<file path="src/rtl/cap_pkg.sv">
package cap_pkg;
  typedef enum logic [2:0] {
    ST_IDLE,
    ST_FILL,
    ST_WAIT,
    ST_POST,
    ST_DONE
  } capState_t;

  typedef struct packed {
    logic clearPtr;
    logic wrEn;
    logic latchTrig;
  } capStrobe_t;

  localparam logic [2:0] REG_CTRL    = 3'd0;
  localparam logic [2:0] REG_PATTERN = 3'd1;
  localparam logic [2:0] REG_MASK    = 3'd2;
  localparam logic [2:0] REG_REPEAT  = 3'd3;
  localparam logic [2:0] REG_PRE     = 3'd4;
endpackage

</file>
<file path="src/rtl/capture_ctrl.sv">
module capture_ctrl
  import cap_pkg::*;
#(
  parameter int TRIG_W = 8,
  parameter int REP_W  = 8,
  parameter int AW     = 5
) (
  input  logic              clk,
  input  logic              rstN,
  input  logic              cfgWrEn,
  input  logic [2:0]        cfgAddr,
  input  logic [31:0]       cfgWrData,
  input  logic              trigHit,
  output capStrobe_t        strb,
  output logic [TRIG_W-1:0] pattern,
  output logic [TRIG_W-1:0] mask,
  output logic [AW-1:0]     preCount,
  output logic [2:0]        status
);
  capState_t        state;
  logic [AW-1:0]    fillCnt;
  logic [AW-1:0]    postLeft;
  logic [REP_W-1:0] matchCnt;
  logic [REP_W-1:0] repeatCnt;
  logic [REP_W-1:0] repEff;
  logic [REP_W:0]   hitNum;
  logic [AW:0]      fillNext;
  logic [AW-1:0]    postInit;
  logic             armReq;
  logic             fire;
  logic             capturing;
  logic             unusedCfg;

  assign unusedCfg = ^cfgWrData;
  assign armReq    = cfgWrEn && (cfgAddr == REG_CTRL) && cfgWrData[0];
  assign repEff    = (repeatCnt == '0) ? REP_W'(1) : repeatCnt;
  assign hitNum    = {1'b0, matchCnt} + (REP_W+1)'(1);
  assign fire      = hitNum >= {1'b0, repEff};
  assign fillNext  = {1'b0, fillCnt} + (AW+1)'(1);
  assign postInit  = ~preCount;
  assign capturing = (state == ST_FILL) || (state == ST_WAIT) || (state == ST_POST);

  always_ff @(posedge clk) begin
    if (!rstN) begin
      pattern   <= '0;
      mask      <= '0;
      repeatCnt <= REP_W'(1);
      preCount  <= '0;
    end else if (cfgWrEn) begin
      case (cfgAddr)
        REG_PATTERN: pattern   <= cfgWrData[TRIG_W-1:0];
        REG_MASK:    mask      <= cfgWrData[TRIG_W-1:0];
        REG_REPEAT:  repeatCnt <= cfgWrData[REP_W-1:0];
        REG_PRE:     preCount  <= cfgWrData[AW-1:0];
        default: ;
      endcase
    end
  end

  always_ff @(posedge clk) begin
    if (!rstN) begin
      state    <= ST_IDLE;
      fillCnt  <= '0;
      matchCnt <= '0;
      postLeft <= '0;
    end else if (armReq) begin
      state    <= (preCount == '0) ? ST_WAIT : ST_FILL;
      fillCnt  <= '0;
      matchCnt <= '0;
      postLeft <= '0;
    end else begin
      case (state)
        ST_FILL: begin
          fillCnt <= fillNext[AW-1:0];
          if (fillNext == {1'b0, preCount}) state <= ST_WAIT;
        end
        ST_WAIT: begin
          if (trigHit) begin
            if (fire) begin
              postLeft <= postInit;
              state    <= (postInit == '0) ? ST_DONE : ST_POST;
            end else begin
              matchCnt <= hitNum[REP_W-1:0];
            end
          end
        end
        ST_POST: begin
          postLeft <= postLeft - AW'(1);
          if (postLeft == AW'(1)) state <= ST_DONE;
        end
        default: ;
      endcase
    end
  end

  always_comb begin
    strb.clearPtr  = armReq;
    strb.wrEn      = !armReq && capturing;
    strb.latchTrig = !armReq && (state == ST_WAIT) && trigHit && fire;
  end

  assign status = {state == ST_DONE,
                   (state == ST_POST) || (state == ST_DONE),
                   capturing};
endmodule

</file>
<file path="src/rtl/capture_data.sv">
module capture_data
  import cap_pkg::*;
#(
  parameter int DATA_W = 16,
  parameter int TRIG_W = 8,
  parameter int DEPTH  = 32,
  parameter int AW     = 5
) (
  input  logic              clk,
  input  logic              rstN,
  input  capStrobe_t        strb,
  input  logic [DATA_W-1:0] probeData,
  input  logic [TRIG_W-1:0] trigData,
  input  logic [TRIG_W-1:0] pattern,
  input  logic [TRIG_W-1:0] mask,
  input  logic [AW-1:0]     preCount,
  input  logic              rdStart,
  input  logic              rdNext,
  output logic              trigHit,
  output logic [DATA_W-1:0] rdData
);
  logic [DATA_W-1:0] mem [DEPTH];
  logic [AW-1:0]     wrPtr;
  logic [AW-1:0]     trigAddr;
  logic [AW-1:0]     rdPtr;
  logic [AW-1:0]     rdPtrNext;
  logic [AW-1:0]     oldest;

  assign trigHit = ((trigData ^ pattern) & mask) == '0;
  assign oldest  = trigAddr - preCount;

  always_comb begin
    if (rdStart)     rdPtrNext = oldest;
    else if (rdNext) rdPtrNext = rdPtr + AW'(1);
    else             rdPtrNext = rdPtr;
  end

  always_ff @(posedge clk) begin
    if (!rstN) begin
      wrPtr    <= '0;
      trigAddr <= '0;
      rdPtr    <= '0;
    end else begin
      rdPtr <= rdPtrNext;
      if (strb.clearPtr)  wrPtr <= '0;
      else if (strb.wrEn) wrPtr <= wrPtr + AW'(1);
      if (strb.latchTrig) trigAddr <= wrPtr;
    end
  end

  always_ff @(posedge clk) begin
    if (strb.wrEn) mem[wrPtr] <= probeData;
    rdData <= mem[rdPtrNext];
  end
endmodule

</file>
<file path="src/rtl/probe_capture.sv">
module probe_capture
  import cap_pkg::*;
#(
  parameter int DATA_W = 16,
  parameter int TRIG_W = 8,
  parameter int DEPTH  = 32,
  parameter int REP_W  = 8
) (
  input  logic              clk,
  input  logic              rstN,
  input  logic [DATA_W-1:0] probeData,
  input  logic [TRIG_W-1:0] trigData,
  input  logic              cfgWrEn,
  input  logic [2:0]        cfgAddr,
  input  logic [31:0]       cfgWrData,
  input  logic              rdStart,
  input  logic              rdNext,
  output logic [DATA_W-1:0] rdData,
  output logic [2:0]        status
);
  localparam int AW = $clog2(DEPTH);

  capStrobe_t        strb;
  logic              trigHit;
  logic [TRIG_W-1:0] pattern;
  logic [TRIG_W-1:0] mask;
  logic [AW-1:0]     preCount;

  capture_ctrl #(.TRIG_W(TRIG_W), .REP_W(REP_W), .AW(AW)) uCtrl (
    .clk(clk), .rstN(rstN), .cfgWrEn(cfgWrEn), .cfgAddr(cfgAddr),
    .cfgWrData(cfgWrData), .trigHit(trigHit), .strb(strb),
    .pattern(pattern), .mask(mask), .preCount(preCount), .status(status)
  );

  capture_data #(.DATA_W(DATA_W), .TRIG_W(TRIG_W), .DEPTH(DEPTH), .AW(AW)) uData (
    .clk(clk), .rstN(rstN), .strb(strb), .probeData(probeData),
    .trigData(trigData), .pattern(pattern), .mask(mask), .preCount(preCount),
    .rdStart(rdStart), .rdNext(rdNext), .trigHit(trigHit), .rdData(rdData)
  );
endmodule

</file>
<file path="config.mk">
export PLATFORM = sky130hd
export DESIGN_NAME = probe_capture
export DESIGN_NICKNAME = d
export VERILOG_FILES = /design/src/rtl/cap_pkg.sv /design/src/rtl/capture_ctrl.sv /design/src/rtl/capture_data.sv /design/src/rtl/probe_capture.sv
export SDC_FILE = /design/constraint.sdc
export NUM_CORES = 1
export LEC_CHECK = 0
export ABC_AREA = 0
export BUFFER_PORTS_ARGS = -buffer_cell sky130_fd_sc_hd__clkbuf_2
export CORE_MARGIN = 2
export CORE_UTILIZATION = 62
export DETAILED_ROUTE_END_ITERATION = 6
export GPL_TIMING_DRIVEN = 0
export PLACE_DENSITY = 0.8
export SLEW_MARGIN = 20
export SYNTH_ARGS = -nofsm -noshare
export SYNTH_HDL_FRONTEND = slang
export SYNTH_SLANG_ARGS = --single-unit
</file>
<file path="constraint.sdc">
create_clock -name clk -period 4.15 [get_ports clk]
set_input_delay 0.2075 -clock clk [delete_from_list [all_inputs] [get_ports clk]]
set_output_delay 0.2075 -clock clk [all_outputs]
set_load 0.05 [all_outputs]
</file>
==> flow_summary_export.csv, run 1 <==
group,metric,value,unit
drt,met3_length,7600,microns
worst_setup_path,crit_path_frequent_cell,"buf_2",
die,initial_core_util,62.9,%
grt,grt_overflow_total,0,
worst_setup_path,critPathTopFamily,"buffers and inverters",
clock_network,clock_sinks,593,
status,status,"finished, final reports clean",
sta,slew_viol_final,0,
layout,final_common_cell,"edfxtp_1",
synth,ys_seq_area_share,69.9,%
drt,vias,16000,
worst_setup_path,critPathMaxFanout,10,
drt,route.layer.met1.wl,22600,microns
sta,fin_crit_sh,92.4,%
worst_setup_path,crit_type,"reg -> reg",
hold_path,hold_class,"in -> reg",
clock_network,clock_path_buffers,3,
synth,synth_cell_type_count,51,
grt,grt_usage,30.5,%
placed_design,place.gp.congestion,1.01,
worst_setup_path,crit_chain,"inv_1 -> ha_1 -> nor2b_1 -> o21ai_0 -> a21o_1 -> and3_1 -> buf_2 -> clkbuf_1 -> buf_2 -> a31oi_1 -> a221oi_1",
clock_network,cts_resized,0,
clock_network,post_cts_buffers,0,
grt,grt_pass1_vias,15700,
layout,syn2layout_area_growth,12.3,%
die,die_area,40800,sq um
drt,met2WireLength,28900,microns
power_and_ir_drop,powerDensity,491,nW/um^2
die,floorplan.rows,72,
layout,seqCellArea,17000,sq um
sta,timing_hold_violations_final,0,
run,maxCapViolCount,0,
clock_network,clk_latency,0.62,ns
synth,syn_nets,1918,
synth,synthCells,1832,
sta,slew_headroom,30.2,%
sta,period_needed,3.83,ns
drt,ant_nets,0,
die,core,38600,sq um
clock_network,clkTransAtPathRegs,0.06,ns
sta,worst_pin_slew,1.05,ns
sta,setup-tns-final,0,ns
drt,routed.top_layer,"met4",
grt,grt_pass1_wl,92600,microns
worst_setup_path,crit_required,4.61,ns
sta,finalSetupViolCount,0,
drt,finalWirelength,62100,microns
layout,drive_above_1_share,13.3,%
worst_setup_path,end_kind,"register",
drt,drc,0,
drt,drtPass1Iterations,6,
die,die_y,202,microns
placed_design,dp_hpwl,39400,microns
layout,layout_common_cells,"edfxtp_1, nand2_1, mux2i_1",
synth,synth_seq_cells,593,
clock_network,cts_root_buf,"clkbuf_16",
power_and_ir_drop,ir_drop,401,uV
layout,nFillCells,2462,
drt,initialDrtViolationCount,2000,
clock_network,cts-hold-fix-buffers,10,
die,io_pins,83,
layout,fin_cells,2525,
placed_design,dp_cells,2410,
synth,syn_area_per_cell,13.3,sq um
synth,netlist_area,24300,sq um
sta,rsz0062_at_grt,"no",
power_and_ir_drop,leakage,9.58,nW
sta,fmax,261,MHz
worst_setup_path,crit_buf_inv,4,
layout,nets,2046,
placed_design,numPortBuffers,57,
drt,routed_via_density,6.35,
synth,synthArstFlopShare,0,%
clock_network,cts_buffers,56,
sta,fin_worst_skew,0.0317,ns
synth,synth_ff_type,"edfxtp_1",
worst_setup_path,cp_slowest_stage_delay,0.59,ns
grt,antenna_found_initial,0,
worst_setup_path,crit_path_start_kind,"register",
clock_network,htree_num_levels,2,
grt,grt_max_degree,33,
clock_network,cts_tree,"built",
die,die_w,202,microns
sta,fin_hold_ws,0.154,ns
worst_setup_path,cp_slowest_cell,"clkbuf_1",
layout,multi_input_area,6810,sq um
layout,antenna_cells,0,
synth,yosys_warnings,0,
synth,synth-edff-count,512,
worst_setup_path,cp_data_arrival_time,4.29,ns
drt,drt-wirelength-per-cell,24.6,microns
## power by group
| part | leakage, nW | switching [W] | internal (W) | total, W |
|---|---|---|---|---|
| clock | 0.898 | 0.00219 | 0.00292 | 0.00511 |
| sequential | 5.26 | 0.0000695 | 0.00663 | 0.00670 |
| combinational | 3.42 | 0.00115 | 0.000467 | 0.00162 |
## worst paths after layout
path | start | to | slack, ns | depth (start not counted)
worst max register to register | uCtrl.preCount[1] | uData.rdData[9] | 0.32 | 11
worst max-delay path | uCtrl.preCount[1] | uData.rdData[9] | 0.32 | 11
worst min-delay path | cfgAddr[1] | uCtrl.repeatCnt[0] | 0.15 | 4
worst min register to register | uCtrl.repeatCnt[0] | uCtrl.repeatCnt[0] | 0.47 | 2
## stage by stage
stage               area, sq um  total power (W)  setup WS [ns]  utilization [%]
floorplan                 24300          0.00778           1.18                -
global placement          25300          0.00831          0.607             65.4
CTS                       27300           0.0134          0.505             70.7
detailed placement        25400          0.00838          0.559             65.7
global route              27300           0.0138          0.168             70.7
finish                    27300           0.0134          0.315             70.7
## synthesized netlist by cell type, types with 21 or more instances
| cell type | instances | share of area [%] |
|---|---|---|
| and3_1 | 72 | 1.9 |
| clkbuf_1 | 44 | 0.68 |
| inv_1 | 23 | 0.35 |
| nand2_1 | 429 | 6.6 |
| mux2i_1 | 129 | 5.3 |
| nor2_1 | 64 | 0.99 |
| dfxtp_1 | 81 | 6.7 |
| a311oi_1 | 64 | 2.3 |
| ha_1 | 21 | 1.1 |
| a31oi_1 | 33 | 0.85 |
| nand3_1 | 76 | 1.6 |
| nor2b_1 | 30 | 0.77 |
| buf_2 | 49 | 1.0 |
| edfxtp_1 | 512 | 63 |
| xor2_1 | 29 | 1.0 |
## layout make-up
type,instances,share of cell area (%)
buffer,106,1.86
inverter,23,0.316
multi-input combinational,1110,24.9
tap,518,2.37
clock buffer,77,5.64
clock inverter,28,1.09
sequential,593,62.2
timing repair buffer,70,1.56
## tightest hold or removal path, stage by stage
cell and delay [ns]:
clkbuf_2 0.12, nand3_1 0.24, nand2_1 0.09, nand3_1 0.06
## layer usage
metal	global-route usage (%)	vias to the layer above
li1	-	7018
met1	40.7	7763
met2	48.2	1073
met3	6.69	192
met4	14.5	0
met5	0	-
## state kept, by name, summed over array words and instances (netlist names), 8 cells and up
signal	count
uCtrl.mask	8
uCtrl.matchCnt	8
uCtrl.pattern	8
uCtrl.repeatCnt	8
uData.mem	512
uData.rdData	16
## logic make-up after synthesis
group / Yosys count / synth area share, %
AO/OA/AOI/OAI: 188 / 6.02
XOR/XNOR: 41 / 1.48
adder cells (fa/ha/maj): 22 / 1.16
buffers and inverters: 129 / 2.44
flip-flops: 593 / 69.9
multiplexers: 145 / 6.05
AND/OR/NAND/NOR: 714 / 13.0
No activity file was read; power rests on OpenSTA's default activity.
==> inputs of run 2 (changes only) <==
Settings changed: GPL_TIMING_DRIVEN 0 to not set.
==> run 2 against run 1 <==
  * Fmax is 10% higher
  * Register-to-register slack better by 0.36 ns
  * Core utilization is 0.30 points lower
  * Die area stayed put
  * Power is 1.9% lower
  * Largest power group unchanged
==> flow_summary_export.csv, run 2 (synthesis gave the netlist of run 1 again) <==
group,metric,value,unit
status,status,"finished, final reports clean",
sta,fin_worst_skew,0.0222,ns
worst_setup_path,cp_data_arrival_time,3.95,ns
placed_design,place.gp.congestion,0.869,
grt,antenna_found_initial,0,
die,die_w,202,microns
die,die_area,40800,sq um
sta,slew_viol_final,0,
clock_network,clkTransAtPathRegs,0.06,ns
layout,nFillCells,2462,
worst_setup_path,crit_type,"reg -> reg",
sta,fmax,288,MHz
sta,timing_hold_violations_final,0,
clock_network,cts_resized,0,
layout,largest_register,"uData.mem",
worst_setup_path,crit_path_start_kind,"register",
clock_network,clk_latency,0.61,ns
power_and_ir_drop,powerDensity,484,nW/um^2
grt,grt_overflow_total,0,
layout,nets,1991,
grt,grt_usage,27.0,%
grt,grt_max_degree,98,
sta,slew_headroom,39.3,%
die,die_y,202,microns
clock_network,cts_buffers,56,
worst_setup_path,end_kind,"register",
layout,largestRegisters,"uData.mem: 512 flops, uData.rdData: 16 flops",
drt,ant_nets,0,
placed_design,placed_area,25300,sq um
placed_design,numPortBuffers,58,
worst_setup_path,crit_required,4.62,ns
drt,drtPass1Iterations,5,
power_and_ir_drop,ir_drop,455,uV
layout,antenna_cells,0,
layout,drive_above_1_share,11.1,%
run,maxCapViolCount,0,
layout,largest_reg_flops,512,
power_and_ir_drop,finalPower,0.0132,W
drt,routed_via_density,6.19,
placed_design,dp_hpwl,31100,microns
hold_path,hold_class,"in -> reg",
die,floorplan.rows,72,
grt,grt_pass1_vias,15100,
sta,finalSetupViolCount,0,
sta,rsz0062_at_grt,"no",
sta,worst_pin_slew,0.909,ns
layout,seqCellArea,17000,sq um
drt,finalWirelength,54900,microns
drt,drt-wirelength-per-cell,22.2,microns
worst_setup_path,critPathMaxFanout,46,
sta,setup-tns-final,0,ns
clock_network,clock_sinks,593,
layout,final_common_cell,"edfxtp_1",
die,io_pins,83,
clock_network,htree_num_levels,2,
grt,grt_pass1_wl,84100,microns
sta,fin_crit_sh,83.8,%
die,initial_core_util,62.9,%
layout,layout_common_cells,"edfxtp_1, nand2_1, mux2i_1",
clock_network,cts_root_buf,"clkbuf_16",
die,core,38600,sq um
layout,syn2layout_area_growth,11.8,%
power_and_ir_drop,leakage,9.54,nW
sta,period_needed,3.48,ns
drt,initialDrtViolationCount,1699,
clock_network,cts_tree,"built",
clock_network,clock_path_buffers,3,
drt,vias,15300,
worst_setup_path,rrSetupSlack,0.67,ns
drt,drc,0,
layout,final_area,27200,sq um
layout,multi_input_area,6770,sq um
==> run 2: final timing paths <==
kind | from | end | cells after the start
min reg2reg | uCtrl.repeatCnt[1] | uCtrl.repeatCnt[1] | 2
max | uCtrl.preCount[0] | uData.rdData[4] | 11
min | cfgAddr[2] | uCtrl.state[2] | 5
max reg2reg | uCtrl.preCount[0] | uData.rdData[4] | 11
==> run 2: through the flow <==
stage / utilization [%] / hold WS (ns) / std cells / setup WS, ns
2_1_floorplan: - / 0.306 / 1832 / 1.18
3_3_place_gp: 65.5 / 0.457 / 2357 / 0.874
3_5_place_dp: 65.5 / 0.462 / 2357 / 0.762
4_1_cts: 70.4 / 0.145 / 2469 / 0.734
5_1_grt: 70.4 / 0.194 / 2469 / 0.465
6_report: 70.4 / 0.165 / 2469 / 0.673
==> run 2: repair_timing <==
item | 4_1_cts | 5_1_grt
buffers inserted | 0 | 0
hold buffers | 8 | 0
endpoints found under the setup margin | 0 | 0
hold endpoints to repair | 29 | 0
==> run 2: critical path, cell delays in order (launching register included) <==
cell and delay [ns]:
dfxtp_1 0.49, ha_1 0.22, inv_1 0.06, fa_1 0.42
nand2_1 0.16, o21a_4 0.51, buf_12 0.30, nand2_1 0.09
and3_1 0.19, a311oi_1 0.29, a31oi_1 0.14, a221oi_1 0.45
==> run 2: layout make-up <==
| class | count | share of cell area, % |
|---|---|---|
| Tap cell | 518 | 2.38 |
| Timing Repair Buffer | 121 | 3.29 |
| Multi-Input combinational cell | 1110 | 24.9 |
| Sequential cell | 593 | 62.5 |
| Clock inverter | 30 | 1.14 |
| Inverter | 23 | 0.317 |
| Clock buffer | 74 | 5.47 |
==> run 2: routing by layer <==
metal  wire length, microns  vias up  track usage, %  part of all wire (%)
li1                       -     6900               -                     -
met4                   1910        0            10.8                   3.5
met5                      0        -               0                     0
met3                   4750      132            4.63                   8.7
met1                  21200     7493            36.0                    39
met2                  27000      770            44.7                    49
==> run 2: power breakdown <==
part           switching (W)  internal [W]  total (W)
clock network        0.00212       0.00289    0.00501
registers          0.0000775       0.00663    0.00670
logic               0.000990      0.000463    0.00145
